### config.mk
export PLATFORM = sky130hd
export DESIGN_NAME = conv_readback_if
export DESIGN_NICKNAME = d
export VERILOG_FILES = /design/src/rtl/conv_rb_pkg.sv /design/src/rtl/conv_rb_rstsync.sv /design/src/rtl/conv_rb_ctrl_reg.sv /design/src/rtl/conv_rb_capture.sv /design/src/rtl/conv_rb_readmux.sv /design/src/rtl/conv_readback_if.sv
export SDC_FILE = /design/constraint.sdc
export NUM_CORES = 1
export LEC_CHECK = 0
export BUFFER_PORTS_ARGS = -buffer_cell sky130_fd_sc_hd__buf_2
export CAP_MARGIN = 10
export CORE_ASPECT_RATIO = 0.7
export CORE_MARGIN = 2
export CORE_UTILIZATION = 41
export CTS_CLUSTER_SIZE = 20
export DETAILED_ROUTE_END_ITERATION = 10
export PLACE_DENSITY = 0.73
export SYNTH_ARGS = -nofsm -noshare
export SYNTH_HDL_FRONTEND = slang
export SYNTH_SLANG_ARGS = --single-unit
export TNS_END_PERCENT = 30
### constraint.sdc
create_clock -name clk -period 1.3 [get_ports clk]
set_clock_uncertainty 0.2 [all_clocks]
set_input_delay 0.13 -clock clk [delete_from_list [all_inputs] [get_ports clk]]
set_output_delay 0.13 -clock clk [all_outputs]
set_load 0.1 [all_outputs]
### src/rtl/conv_rb_pkg.sv
package conv_rb_pkg;
  // Read multiplexer slots; the slot index is the bus address.
  typedef enum logic [1:0] {
    SLOT_NONE = 2'd0,
    SLOT_CTRL = 2'd1,
    SLOT_IN   = 2'd2,
    SLOT_FB   = 2'd3
  } slot_e;

  localparam int NUM_CAP = 2;
  localparam int CAP_IN  = 0;
  localparam int CAP_FB  = 1;
endpackage

### src/rtl/conv_rb_rstsync.sv
module conv_rb_rstsync (
  input  logic clk,
  input  logic rst_n,
  output logic rst_q_n
);
  logic stage1_q;

  always_ff @(posedge clk or negedge rst_n) begin
    if (!rst_n) begin
      stage1_q <= 1'b0;
      rst_q_n  <= 1'b0;
    end else begin
      stage1_q <= 1'b1;
      rst_q_n  <= stage1_q;
    end
  end
endmodule

### src/rtl/conv_rb_ctrl_reg.sv
module conv_rb_ctrl_reg #(
  parameter int                DATA_W     = 12,
  parameter bit                STANDALONE = 1'b0,
  parameter logic [DATA_W-1:0] CTRL_TIE   = '0,
  parameter logic [DATA_W-1:0] CTRL_RST   = '0
) (
  input  logic              clk,
  input  logic              rst_n,
  input  logic              wr_en,
  input  logic [DATA_W-1:0] wdata,
  output logic [DATA_W-1:0] q
);
  localparam logic [DATA_W-1:0] RST_VAL    = STANDALONE ? CTRL_TIE : CTRL_RST;
  localparam logic              WR_ALLOWED = !STANDALONE;

  logic              load;
  logic [DATA_W-1:0] q_nxt;

  always_comb begin
    load  = wr_en & WR_ALLOWED;
    q_nxt = load ? wdata : q;
  end

  always_ff @(posedge clk or negedge rst_n) begin
    if (!rst_n) q <= RST_VAL;
    else        q <= q_nxt;
  end
endmodule

### src/rtl/conv_rb_capture.sv
module conv_rb_capture #(
  parameter int DATA_W = 12
) (
  input  logic              clk,
  input  logic              rst_n,
  input  logic              done,
  input  logic [DATA_W-1:0] data,
  input  logic              ack,
  output logic [DATA_W-1:0] q,
  output logic              irq
);
  logic [DATA_W-1:0] q_nxt;
  logic              irq_nxt;

  // A new sample wins over a same-cycle acknowledge.
  always_comb begin
    q_nxt   = done ? data : q;
    irq_nxt = irq;
    if (done)     irq_nxt = 1'b1;
    else if (ack) irq_nxt = 1'b0;
  end

  always_ff @(posedge clk or negedge rst_n) begin
    if (!rst_n) begin
      q   <= '0;
      irq <= 1'b0;
    end else begin
      q   <= q_nxt;
      irq <= irq_nxt;
    end
  end
endmodule

### src/rtl/conv_rb_readmux.sv
module conv_rb_readmux
  import conv_rb_pkg::*;
#(
  parameter int DATA_W = 12,
  parameter int ADDR_W = 2
) (
  input  logic              rd_act,
  input  logic [ADDR_W-1:0] sel,
  input  logic [DATA_W-1:0] ctrl,
  input  logic [DATA_W-1:0] cap_in,
  input  logic [DATA_W-1:0] cap_fb,
  output logic [DATA_W-1:0] rdata,
  output logic              oe
);
  always_comb begin
    rdata = '0;
    oe    = rd_act;
    if (rd_act) begin
      if      (sel == ADDR_W'(SLOT_CTRL)) rdata = ctrl;
      else if (sel == ADDR_W'(SLOT_IN))   rdata = cap_in;
      else if (sel == ADDR_W'(SLOT_FB))   rdata = cap_fb;
      else                                rdata = '0;
    end
  end
endmodule

### src/rtl/conv_readback_if.sv
module conv_readback_if
  import conv_rb_pkg::*;
#(
  parameter int                DATA_W     = 12,
  parameter int                ADDR_W     = 2,
  parameter bit                STANDALONE = 1'b0,
  parameter logic [DATA_W-1:0] CTRL_TIE   = '0,
  parameter logic [DATA_W-1:0] CTRL_RST   = '0
) (
  input  logic              clk,
  input  logic              rst_n,
  input  logic              bus_en,
  input  logic              bus_rnw,
  input  logic [ADDR_W-1:0] bus_addr,
  input  logic [DATA_W-1:0] bus_wdata,
  output logic [DATA_W-1:0] bus_rdata,
  output logic              bus_rdata_oe,
  input  logic [DATA_W-1:0] adc_in_data,
  input  logic              adc_in_done,
  input  logic [DATA_W-1:0] adc_fb_data,
  input  logic              adc_fb_done,
  output logic [DATA_W-1:0] ctrl_word,
  output logic              irq_in,
  output logic              irq_fb
);
  logic rst_q_n;
  logic rd_act, wr_act, wr_ctrl;

  logic [DATA_W-1:0] cap_data [NUM_CAP];
  logic              cap_done [NUM_CAP];
  logic              cap_ack  [NUM_CAP];
  logic [DATA_W-1:0] cap_q    [NUM_CAP];
  logic              cap_irq  [NUM_CAP];
  logic [DATA_W-1:0] cap_in_q, cap_fb_q;

  conv_rb_rstsync u_rst (.clk(clk), .rst_n(rst_n), .rst_q_n(rst_q_n));

  always_comb begin
    rd_act  = bus_en & bus_rnw;
    wr_act  = bus_en & ~bus_rnw;
    wr_ctrl = wr_act & (bus_addr == ADDR_W'(SLOT_CTRL));
    cap_data[CAP_IN] = adc_in_data;
    cap_done[CAP_IN] = adc_in_done;
    cap_ack[CAP_IN]  = rd_act & (bus_addr == ADDR_W'(SLOT_IN));
    cap_data[CAP_FB] = adc_fb_data;
    cap_done[CAP_FB] = adc_fb_done;
    cap_ack[CAP_FB]  = rd_act & (bus_addr == ADDR_W'(SLOT_FB));
    cap_in_q = cap_q[CAP_IN];
    cap_fb_q = cap_q[CAP_FB];
    irq_in   = cap_irq[CAP_IN];
    irq_fb   = cap_irq[CAP_FB];
  end

  conv_rb_ctrl_reg #(
    .DATA_W(DATA_W), .STANDALONE(STANDALONE),
    .CTRL_TIE(CTRL_TIE), .CTRL_RST(CTRL_RST)
  ) u_ctrl (
    .clk(clk), .rst_n(rst_q_n), .wr_en(wr_ctrl),
    .wdata(bus_wdata), .q(ctrl_word)
  );

  for (genvar c = 0; c < NUM_CAP; c++) begin : g_cap
    conv_rb_capture #(.DATA_W(DATA_W)) u_cap (
      .clk(clk), .rst_n(rst_q_n), .done(cap_done[c]), .data(cap_data[c]),
      .ack(cap_ack[c]), .q(cap_q[c]), .irq(cap_irq[c])
    );
  end

  conv_rb_readmux #(.DATA_W(DATA_W), .ADDR_W(ADDR_W)) u_mux (
    .rd_act(rd_act), .sel(bus_addr), .ctrl(ctrl_word),
    .cap_in(cap_in_q), .cap_fb(cap_fb_q),
    .rdata(bus_rdata), .oe(bus_rdata_oe)
  );
endmodule

; Word-level counts from Yosys, hierarchy flattened
; Cells that the tools add are included.
[totals]
reg_bits = 40
wordCells = 26
[op_classes]
eq_ne = 3
mux = 8
bitwise_logic = 6
reduce_logical = 2
[ops]
columns = operator, count
row1 = $mux W12, 4
row2 = $and A1 B1 Y1, 5
row3 = $eq A2 B2 Y1 const B, 2
row4 = $mux W1, 4
row5 = $reduce_bool A2 Y1, 2
row6 = $eq A2 B1 Y1 const B, 1
row7 = $not A1 Y1, 1

; Logic depth before layout (Yosys ltp)
; Gate-level depths: netlist of the first run.
[depth]
depth_word = 5
depth_mapped = 4
depth_no_buf = 2

; Cells and area by module
; From an unflattened synthesis of the first run, not the netlist that was laid out.
[hier_totals]
cells_unflattened = 132
hier_area_um2 = 1948.1
[modules_own_cells]
columns = mod, instances, cells_each, area_per_inst_um2, seq_area_each_um2
row1 = conv_rb_capture, 2, 28, 518.0, 325.3
row2 = conv_rb_ctrl_reg, 1, 25, 484.2, 300.3
row3 = conv_rb_readmux, 1, 44, 332.8, 0.0
row4 = conv_rb_rstsync, 1, 3, 53.8, 50.0
row5 = conv_readback_if, 1, 4, 41.3, 0.0

; Worst setup path before layout of the first run
; Ideal clock, no wire load.
[synth_timing]
path_type = flip-flop to output port
startpoint = register u_ctrl.q[0]
endpoint = output port bus_rdata[0]
t_arrival_ns = 2.553
required_ns = 0.970
slack_ns = -1.583
stages_incl_launch_ff = 3
n_path_buf = 0
cell_sequence = dfrtp_1 > mux2i_1 > o2bb2ai_1
[synth_between]
elab_chain_len = 2
[synth_lines]
columns = item, line
row1 = "start, declared", conv_rb_ctrl_reg.sv:11  ; output logic [DATA_W-1:0] q
row2 = "start signal, assigned", conv_rb_ctrl_reg.sv:26  ; else q <= q_nxt;
row3 = $mux W12, conv_rb_readmux.sv:19  ; if (sel == ADDR_W'(SLOT_CTRL)) rdata = ctrl;
row4 = $mux W12, conv_rb_readmux.sv:18  ; if (rd_act) begin
row5 = "end, declared", conv_readback_if.sv:16  ; output logic [DATA_W-1:0] bus_rdata,
; Every way passes these cells.

; Worst setup path after layout of the first run
[layout_timing]
startpoint = register u_ctrl.q[2]
endpoint = output port bus_rdata[2]
; The elaborated chain is that of the path after synthesis.

==> reports/results.ini, run 1 <==
[worst_hold_path]
hold_end = g_cap[1].u_cap.irq
worst_hold_path.num_cells = 3
min_from = bus_addr[0]
worstHoldPathType = input port to register

[clock_network]
clock_sink_count = 40
clk_pin_slew_ns = 0.09
cts_tree = built
clock_tree.buffer_depth = 2
clock_tree.root_cell = clkbuf_8
insertion_delay_to_the_later_sink_of_the_worst_skew_pair_ns = 0.28
cts_buffer_count = 5
cts_max_level = 2

[synth]
synth.top_cells.by_area = dfrtp_1 (57%), mux2_2 (23%), mux2i_1 (6.9%), o2bb2ai_1 (6.0%), nor4bb_4 (1.4%)
syn-instance-count = 116
yosysUniqueCellTypes = 16
synth_xor_area_frac = 0
synth-seq-area-share = 0.571
yosysWarnings = 0
compound_gate_portion_of_the_synthesized_area = 0.0685
postSynthNetCount = 160
syn_area_per_cell_um2 = 15.1
synthSimpleGateAreaFrac = 0.0300
netlist_area_um2 = 1750
synth_top_area_share = 0.571
synth.mux.area_fraction = 0.300
largest_family_of_logic_cells_by_synthesized_area = multiplexers
postSynthRegisterBits = 40
synth_largest_area_cell = dfrtp_1
yosys.area_share.adder = 0

[placed_design]
dp_worst_setup_slack_ns = -0.172
place.port_buffers = 70
gpl.final_weighted_congestion = 0.895
post-dp-hpwl_mm = 3.73

[timing]
post-route-period-util = 1.26
final_critical_path_setup_slack_ns = -0.343
final.min_clock_period_ns = 1.64
hold_viol_final = 0
timing_max_transition_violations_final = 0
finalSetupViolations = 28
hold-worst-slack_ns = 0.0423
rsz0062_at_grt = true
maxClockFrequency_mhz = 609

[die]
placementRows = 19
core_area_um2 = 4020
start_util = 0.436
die_area_um2 = 4820
die-width_um = 82.2
io_pins = 71
dieHeight_um = 58.7

[detailed_routing]
vias_per_cell = 5.49
post-route-drc-count = 0
remaining_antenna_violation_count = 0
routed_wirelength_mm = 8.04
routedWlPerCell_um = 26.5
route.vias.total = 1670
initialDrtViolationCount = 133
drt-pass1-iter-count = 4

[cells_and_area]
insertedDiodeCount = 0
syn_to_final_growth_pct = 116
drive_above_1_share = 0.694
final_net_count = 295
leading_cell_types_in_the_layout_fill_and_taps_excluded = buf_2 (43), dlygate4sd3_1 (41), mux2_2 (35)
mostFrequentLayoutCell = buf_2

[global_routing]
maximum_number_of_pins_on_one_net_before_global_route_repair = 33
grt_remaining_overflow = 0
grt_pass1_wl_mm = 10.7
grt_pass1_vias = 1822
number_of_antenna_violations_at_the_first_check_in_global_routing = 0
track_usage = 0.323

[flow_run]
maxCapViolCount = 0

[worst_setup_path]
critPathLaunchType = register
crit_path_max_fanout = 2
r2r_cells = 3
crit_type = register to output port
timing.critical_path.required_ns = 0.97
r2r_slack_ns = -0.03
worst_ep_arrival_time_ns = 1.31
start_of_the_worst_register_to_register_path = u_ctrl.q[4]
rr_endpoint = u_ctrl.q[4]
setup.worst_path.end_class = output port

[pwr]
power_leakage_uw = 0.00158
power_per_cell_area_nw_per_um2 = 1360
peakVddDrop_uv = 1250

[status]
failed_checks = negative setup slack
outcome = finished with violations

## report_power, final
group,total [µW],internal (µW),switching (µW)
logic,2360,1050,1310
clock network,1090,629,466
registers,1690,1460,224
## worst max path at each step
stage / start / endpoint / slack [ns] / depth (start not counted)
2_1_floorplan: u_ctrl.q[0] / bus_rdata[0] / -0.30 / 2
3_3_place_gp: bus_addr[1] / bus_rdata[5] / -0.16 / 5
3_5_place_dp: bus_addr[1] / u_ctrl.q[3] / -0.17 / 4
4_1_cts: u_ctrl.q[5] / bus_rdata[5] / -0.30 / 3
5_1_grt: u_ctrl.q[2] / bus_rdata[2] / -0.36 / 3
6_report: u_ctrl.q[2] / bus_rdata[2] / -0.34 / 3
## through the flow
step	area [µm²]	utilization	setup TNS [ns]	cells	power (µW)
final	3780	0.941	-5.75	304	5140
after detailed placement	3160	0.787	-3.89	251	3730
after global routing	3780	0.941	-6.17	304	5250
after floorplan	2190	-	-10.19	116	2890
after CTS	3730	0.928	-4.75	300	4920
after global placement	3160	0.787	-3.65	251	3680
## cell type report
cell class,count,area [µm²]
repair buffers,135,1470
multi-input cells,68,1080
flip-flops and latches,40,1050
fillers,100,235
clock buffers,6,82.6
well taps,52,65.1
clock inverters,2,38.8
inverters,1,3.75
## cells in the mapped netlist
library cell  count
a21o_1            1
and2_1            1
and4b_1           1
buf_2             4
buf_6             2
clkbuf_1          1
conb_1            1
dfrtp_1          40
inv_1             1
mux2_2           36
mux2i_1          12
nand3_1           1
nand4_1           1
nor4bb_4          1
o21bai_1          1
o2bb2ai_1        12
## critical path, stage by stage (launching register included)
cell and delay [ns]:
dfrtp_4 0.51, mux2i_4 0.23, o2bb2ai_4 0.10, buf_12 0.17
## kinds of logic (layout without fill, tap and decap cells)
| family | count (synthesis) | count (layout) |
|---|---|---|
| AOI/OAI and AO/OA | 14 | 14 |
| muxes | 48 | 48 |
| buffers and inverters | 8 | 144 |
| DFF | 40 | 40 |
| and+or+nand+nor | 5 | 5 |
| other | 1 | 1 |
## routing by layer
metal	GRT usage	up-vias	routed length, µm
li1	-	701	-
met1	0.395	841	3080
met2	0.589	102	4110
met3	0.0644	26	594
met4	0.0762	0	266
met5	0	-	0
## what timing repair did
| item | 4_1_cts | 5_1_grt |
|---|---|---|
| endpoints found under the setup margin | 24 | 24 |
| pin swaps | 9 | 2 |
| gates resized for setup | 10 | 6 |
| buffers inserted | 0 | 4 |
| endpoints found under the hold margin | 45 | 0 |
| hold buffers | 41 | 0 |
## state kept, by name (all words and copies together), names as in the netlist
| register | count |
|---|---|
| g_cap.u_cap.irq | 2 |
| g_cap.u_cap.q | 24 |
| u_ctrl.q | 12 |
| u_rst.stage1_q | 1 |
| u_rst.rst_q_n | 1 |
Note: power is estimated with default switching activity, not from simulation.
==> inputs of run 2 (changes only) <==
SETUP_SLACK_MARGIN = 0.05   (was unset)
==> run 2 against run 1 <==
Sequential power is essentially flat. Total power is 0.79% higher. Global-route usage fell by 1.8 points. First-iteration DRC count decreased by 19%. Clock power increased by 4%. Largest cell class unchanged. The run ends with negative hold slack, negative setup slack left. Utilization is 0.093 points higher. Cell count grew 0.33%. Count of clock-buffer cells in the layout unchanged.
==> reports/results.ini, run 2 (same netlist as run 1, synthesis figures left out) <==
[flow_run]
maxCapViolCount = 0  ; unchanged

[detailed_routing]
post-route-drc-count = 0  ; unchanged
routedWlPerCell_um = 26.7  ; +0.89%
vias_per_cell = 5.42  ; -1.3%
initialDrtViolationCount = 108  ; -19%
drt-pass1-iter-count = 4  ; unchanged
route.vias.total = 1654  ; -0.96%
routed_wirelength_mm = 8.14  ; +1.2%
remaining_antenna_violation_count = 0  ; unchanged

[global_routing]
track_usage = 0.304  ; -0.0182
grt_remaining_overflow = 0  ; unchanged
grt_pass1_wl_mm = 10.3  ; -3.9%
maximum_number_of_pins_on_one_net_before_global_route_repair = 33  ; unchanged
number_of_antenna_violations_at_the_first_check_in_global_routing = 1  ; +1
grt_pass1_vias = 1838  ; +0.88%

[worst_setup_path]
crit_type = register to output port
timing.critical_path.required_ns = 0.97  ; about the same
r2r_cells = 3  ; unchanged
setup.worst_path.end_class = output port
start_of_the_worst_register_to_register_path = u_ctrl.q[9]
worst_ep_arrival_time_ns = 1.32  ; about the same
critical-path-max-stage-delay_ns = 0.51  ; about the same
crit_path_max_fanout = 2  ; unchanged
cp_cell_instances = mux2i_4, o2bb2ai_4, buf_12
worstSetupStartpoint = u_ctrl.q[5]
critPathLaunchType = register
crit_path_top_delay_cell = dfrtp_4

[cells_and_area]
largest_register_ffs = 24  ; unchanged
drive_above_1_share = 0.698  ; +0.00397
leading_cell_types_in_the_layout_fill_and_taps_excluded = buf_2 (43), dlygate4sd3_1 (40), mux2_2 (35)
syn_to_final_growth_pct = 116  ; about the same
registers.top_by_ff_count = g_cap.u_cap.q
final_non_filler_cells = 305  ; +0.33%
mostFrequentLayoutCell = buf_2
final_net_count = 295  ; unchanged
largestRegisters = g_cap.u_cap.q: 24 flops, u_ctrl.q: 12 flops, g_cap.u_cap.irq: 2 flops

[placed_design]
dp_worst_setup_slack_ns = -0.172  ; unchanged
gpl.final_weighted_congestion = 0.895  ; unchanged
post-dp-hpwl_mm = 3.73  ; unchanged
place.port_buffers = 70  ; unchanged
dp_cells = 251  ; unchanged

[clock_network]
cts_tree = built
cts_buffer_count = 5  ; unchanged
clock_tree.root_cell = clkbuf_8
clk_pin_slew_ns = 0.10  ; about the same
cts-hold-fix-buffers = 40  ; -2.4%
clock_tree.buffer_depth = 2  ; unchanged
clock_sink_count = 40  ; unchanged
cts_max_level = 2  ; unchanged
insertion_delay_to_the_later_sink_of_the_worst_skew_pair_ns = 0.29  ; about the same

[die]
io_pins = 71  ; unchanged
die_area_um2 = 4820  ; unchanged
core_area_um2 = 4020  ; unchanged
start_util = 0.436  ; unchanged
dieHeight_um = 58.7  ; unchanged
placementRows = 19  ; unchanged
die-width_um = 82.2  ; unchanged

[worst_hold_path]
worstHoldPathType = register to asynchronous set/reset pin

[pwr]
peakVddDrop_uv = 1460  ; +16%
power_leakage_uw = 0.00158  ; about the same
power_per_cell_area_nw_per_um2 = 1370  ; +0.69%

[timing]
finalSetupViolations = 27  ; -3.6%
post-route-period-util = 1.27  ; +0.00260
rsz0062_at_grt = true
final.min_clock_period_ns = 1.65  ; +0.00337 ns
final_critical_path_setup_slack_ns = -0.347  ; -0.00337 ns
timing_max_transition_violations_final = 0  ; unchanged
hold_viol_final = 7  ; +7
hold-worst-slack_ns = -0.0435  ; -0.0858 ns
maxClockFrequency_mhz = 607  ; -0.20%

[status]
failed_checks = negative hold slack, negative setup slack
outcome = finished with violations

-- run 2: changes by cell type in the layout (fill, tap and decap cells not counted), sizes merged --
cell / change
diode: +1
dlygate4sd3: -1
buf: +1
-- run 2: routing by layer --
metal | wire length [µm] | global-route usage | vias up
li1 | - | - | 695
met1 | 3120 | 0.386 | 857
met2 | 4170 | 0.525 | 80
met3 | 570 | 0.0752 | 22
met4 | 277 | 0.0810 | 0
met5 | 0 | 0 | -
-- run 2: power by group --
group / total, µW / switching [µW] / internal, µW
sequential: 1680 / 217 / 1460
combinational: 2370 / 1310 / 1060
clock: 1130 / 504 / 629
total: 5180 / 2030 / 3150
-- run 2: layout make-up --
type	count	area [µm²]
antenna	1	2.50
clock buffer	6	82.6
clock inverter	2	38.8
fill	106	231
inverter	1	3.75
multi-input combinational	68	1080
sequential	40	1050
tap	52	65.1
timing repair buffer	135	1470
-- run 2: worst max-delay path, delay by kind of cell (launching register included) --
family / cells / cell delay [ns]
AO/OA/AOI/OAI: 1 / 0.09
buffers and inverters: 1 / 0.17
flip-flops: 1 / 0.51
multiplexers: 1 / 0.23
-- run 2: path summary, 6_finish.rpt --
| kind | endpoint | slack (ns) |
|---|---|---|
| worst max-delay path | bus_rdata[5] | -0.35 |
| worst min-delay path | g_cap[0].u_cap.q[6] | -0.04 |
| worst max register to register | u_ctrl.q[9] | -0.01 |
| worst min register to register | g_cap[0].u_cap.q[6] | -0.04 |
| max in group asynchronous | u_rst.stage1_q | 0.26 |
| min in group clk | g_cap[1].u_cap.irq | 0 |
-- run 2: per-stage QoR --
| step | total power, µW | setup TNS (ns) | utilization | hold slack [ns] | cell area (µm²) |
|---|---|---|---|---|---|
| after floorplan | 2890 | -10.19 | - | -0.366 | 2190 |
| after CTS | 4920 | -4.75 | 0.926 | -0.0587 | 3720 |
| after global routing | 5290 | -6.40 | 0.942 | -0.0149 | 3790 |
| after detailed placement | 3730 | -3.89 | 0.787 | -0.276 | 3160 |
| after global placement | 3680 | -3.65 | 0.787 | -0.285 | 3160 |
| final | 5180 | -5.95 | 0.942 | -0.0435 | 3790 |
-- run 2: what timing repair did --
action                     CTS  global route
gates resized for setup     10             7
setup endpoints to repair   24            26
setup buffers                0             5
hold endpoints to repair    45             6
pin swaps                    9             3
==> inputs of run 3 (changes only) <==
PLACE_DENSITY = 0.72   (was 0.73)
SYNTH_HIERARCHICAL = 1   (was unset)
==> run 3 against run 2 <==
The flow finishes with violations (negative setup slack). Count of clock-buffer cells in the layout increased by 1. Setup slack got worse by 0.00083 ns. Sequential power decreased by 2%.
==> reports/results.ini, run 3 <==
[synth]
postSynthNetCount = 176  ; +10%
yosysUniqueCellTypes = 18  ; +2
synth_top_area_share = 0.514  ; -0.0572
postSynthRegisterBits = 40  ; unchanged
yosysWarnings = 6  ; +6
syn-instance-count = 132  ; +14%
syn_area_per_cell_um2 = 14.8  ; -2.3%
synth_edf_count = 0  ; unchanged
post_synthesis_async_set_or_reset_flop_share = 1.00  ; unchanged
synth-seq-area-share = 0.514  ; -0.0572
synth.top_cells.by_area = dfrtp_1 (51%), mux2_4 (22%), mux2i_1 (6.2%), a211oi_1 (4.6%), mux2_2 (4.6%)
synth_largest_area_cell = dfrtp_1
synth_flop_cell = dfrtp_1
netlist_area_um2 = 1950  ; +11%
synth_top_cells_by_count = dfrtp_1 (40), mux2_4 (28), a211oi_1 (12), a21oi_1 (12), mux2i_1 (12)
yosysMostFrequentCell = dfrtp_1

[clock_network]
clock_sink_count = 40  ; unchanged
clk_pin_slew_ns = 0.08  ; -0.02 ns
insertion_delay_to_the_later_sink_of_the_worst_skew_pair_ns = 0.29  ; about the same
cts_tree = built
clock_tree.buffer_depth = 2  ; unchanged
clock_tree.root_cell = clkbuf_8
cts_buffer_count = 5  ; unchanged
cts_max_level = 2  ; unchanged

[worst_setup_path]
setup.worst_path.end_class = output port
start_of_the_worst_register_to_register_path = u_ctrl/q[1]
timing.critical_path.required_ns = 0.97  ; about the same
critical_path.endpoint = bus_rdata[9]
worst_ep_arrival_time_ns = 1.32  ; about the same
crit_type = register to output port
critPathLaunchType = register
crit_path_max_fanout = 2  ; unchanged
worstSetupStartpoint = u_ctrl/q[9]
rr_endpoint = u_ctrl/q[1]
r2r_slack_ns = -0.03  ; -0.02 ns
r2r_cells = 3  ; unchanged

[status]
outcome = finished with violations
failed_checks = negative setup slack

[global_routing]
grt_pass1_wl_mm = 9.25  ; -10%
grt_remaining_overflow = 0  ; unchanged
number_of_antenna_violations_at_the_first_check_in_global_routing = 0  ; -1
grt_most_used_layer = met2
gr-usage-met1 = 0.322  ; -0.0634
grt_use_met2 = 0.398  ; -0.127
track_usage = 0.240  ; -0.0643
fraction_of_met3_tracks_used_by_global_routing = 0.0483  ; -0.0269
maximum_number_of_pins_on_one_net_before_global_route_repair = 39  ; +18%
grt_pass1_vias = 1725  ; -6.1%

[cells_and_area]
drive_above_1_share = 0.686  ; -0.0128
area.sequential_um2 = 1050  ; unchanged
syn_to_final_growth_pct = 95.4
multi_input_area_um2 = 1130  ; +5.0%
leading_cell_types_in_the_layout_fill_and_taps_excluded = buf_2 (43), dlygate4sd3_1 (38), buf_12 (33)
registers.top_by_ff_count = g_cap.u_cap/q
largest_register_ffs = 24  ; unchanged
insertedDiodeCount = 0  ; -1
final_non_filler_cells = 319  ; +4.6%
largestRegisters = g_cap.u_cap/q: 24 flops, u_ctrl/q: 12 flops, g_cap.u_cap/irq: 2 flops
mostFrequentLayoutCell = buf_2
final.fill_count = 207  ; +95%
post_route_core_utilization = 0.854  ; -0.0879
final_net_count = 307  ; +4.1%
finalInstanceArea_um2 = 3810  ; +0.53%

[detailed_routing]
initialDrtViolationCount = 55  ; -49%
drt-pass1-iter-count = 4  ; unchanged
remaining_antenna_violation_count = 0  ; unchanged
route.vias.total = 1591  ; -3.8%
routed_wirelength_mm = 6.05  ; -26%
routedWlPerCell_um = 19.0  ; -29%
post-route-drc-count = 0  ; unchanged
vias_per_cell = 4.99  ; -8.0%

[die]
placementRows = 20  ; +1
die_area_um2 = 5330  ; +10%
die-width_um = 86.4  ; +5.2%
dieHeight_um = 61.7  ; +5.1%
core_area_um2 = 4450  ; +11%
io_pins = 71  ; unchanged
start_util = 0.437  ; +0.00105

[timing]
timing_max_transition_violations_final = 0  ; unchanged
final_critical_path_setup_slack_ns = -0.347  ; -0.000832 ns
finalSetupTns_ns = -5.44  ; +0.510 ns
finalSetupViolations = 26  ; -3.7%
maxClockFrequency_mhz = 607  ; about the same
post-route-period-util = 1.27  ; about the same
rsz0062_at_grt = true
hold-worst-slack_ns = 0.0349  ; +0.0783 ns
final.min_clock_period_ns = 1.65  ; +0.000832 ns
hold_viol_final = 0  ; -7

[pwr]
power_per_cell_area_nw_per_um2 = 1280  ; -6.3%
p_comb_frac = 0.489  ; +0.032
power_leakage_uw = 0.00162  ; +2.5%
seq_power_share = 0.336  ; +0.012
intPower_uw = 2990  ; -5.1%
power.net_switching_uw = 1890  ; -6.7%
swShare = 0.387  ; -0.00396
peakVddDrop_uv = 878  ; -40%
power.clock.fraction = 0.175  ; -0.044

[placed_design]
place.port_buffers = 70  ; unchanged
post-dp-hpwl_mm = 3.77  ; +0.88%
placement.cell_area_um2 = 3170  ; +0.24%
gpl.final_weighted_congestion = 0.851  ; -5.0%
dp_cells = 270  ; +7.6%

[worst_hold_path]
worstHoldPathType = register to asynchronous set/reset pin

[flow_run]
maxCapViolCount = 0  ; unchanged

## run 3: changes by cell type after synthesis, sizes merged
cell and change:
a211oi +12, a21oi +12, o2bb2ai -12, buf +2, inv +2, a21o +1, and4 +1, and4bb +1
clkbuf +1, nand3 -1, nand4 -1, nor4bb -1, o21bai -1
## run 3: cell type report
cell class,instances,share of cell area
repair buffers,134,0.381
inverters,3,0.00296
clock buffers,7,0.0227
clock inverters,1,0.00197
flip-flops and latches,40,0.275
multi-input cells,79,0.298
well taps,55,0.0181
## run 3: cells by family (layout without fill, tap and decap cells)
logic type | after synthesis | in the layout | synth area share
simple gates | 4 | 4 | 0.0212
other cells | 1 | 1 | 0.00192
buf+inv | 13 | 145 | 0.0533
flops | 40 | 40 | 0.514
mux | 48 | 48 | 0.324
compound gates | 26 | 26 | 0.0861
## run 3: metal layers
layer	share of wire	wire (µm)
met5	0	0
met2	0.49	2990
met1	0.45	2740
met3	0.042	253
met4	0.013	76
## run 3: power groups by stage
stage / Sequential, µW / Combinational (µW) / Clock, µW
2_1_floorplan: 2240 / 665 / 0
3_3_place_gp: 1610 / 2100 / 0
3_5_place_dp: 1610 / 2130 / 0
4_1_cts: 1630 / 2310 / 868
5_1_grt: 1660 / 2460 / 940
6_report: 1640 / 2390 / 853
## run 3: what timing repair did
item / CTS / global route
setup endpoints to repair: 24 / 24
buffers inserted: 1 / 2
hold buffers: 38 / 0
endpoints found under the hold margin: 38 / 0
pin swaps: 1 / 1
resized for setup: 19 / 4
## run 3: per-stage QoR
step,power [µW],setup WS [ns]
floorplan,2910,-0.684
global placement,3710,-0.106
detailed placement,3740,-0.155
CTS,4810,-0.324
global route,5070,-0.388
finish,4880,-0.347
## run 3: worst min-delay path by stage
stage | start | to | slack (ns) | depth (start not counted)
3_3_place_gp | rst_n | u_rst/stage1_q | -0.29 | 1
3_5_place_dp | rst_n | u_rst/rst_q_n | -0.28 | 1
4_1_cts | u_rst/rst_q_n | g_cap[1].u_cap/q[5] | 0.04 | 1
2_1_floorplan | rst_n | u_rst/rst_q_n | -0.37 | 0
5_1_grt | u_rst/rst_q_n | u_ctrl/q[2] | 0.07 | 1
6_report | u_rst/rst_q_n | g_cap[1].u_cap/irq | 0.03 | 1
## run 3: worst max-delay path, cell delays in order, from the launching register on
cell      delay [ns]
dfrtp_4         0.43
mux2i_4         0.08
a211oi_4        0.29
buf_12          0.21
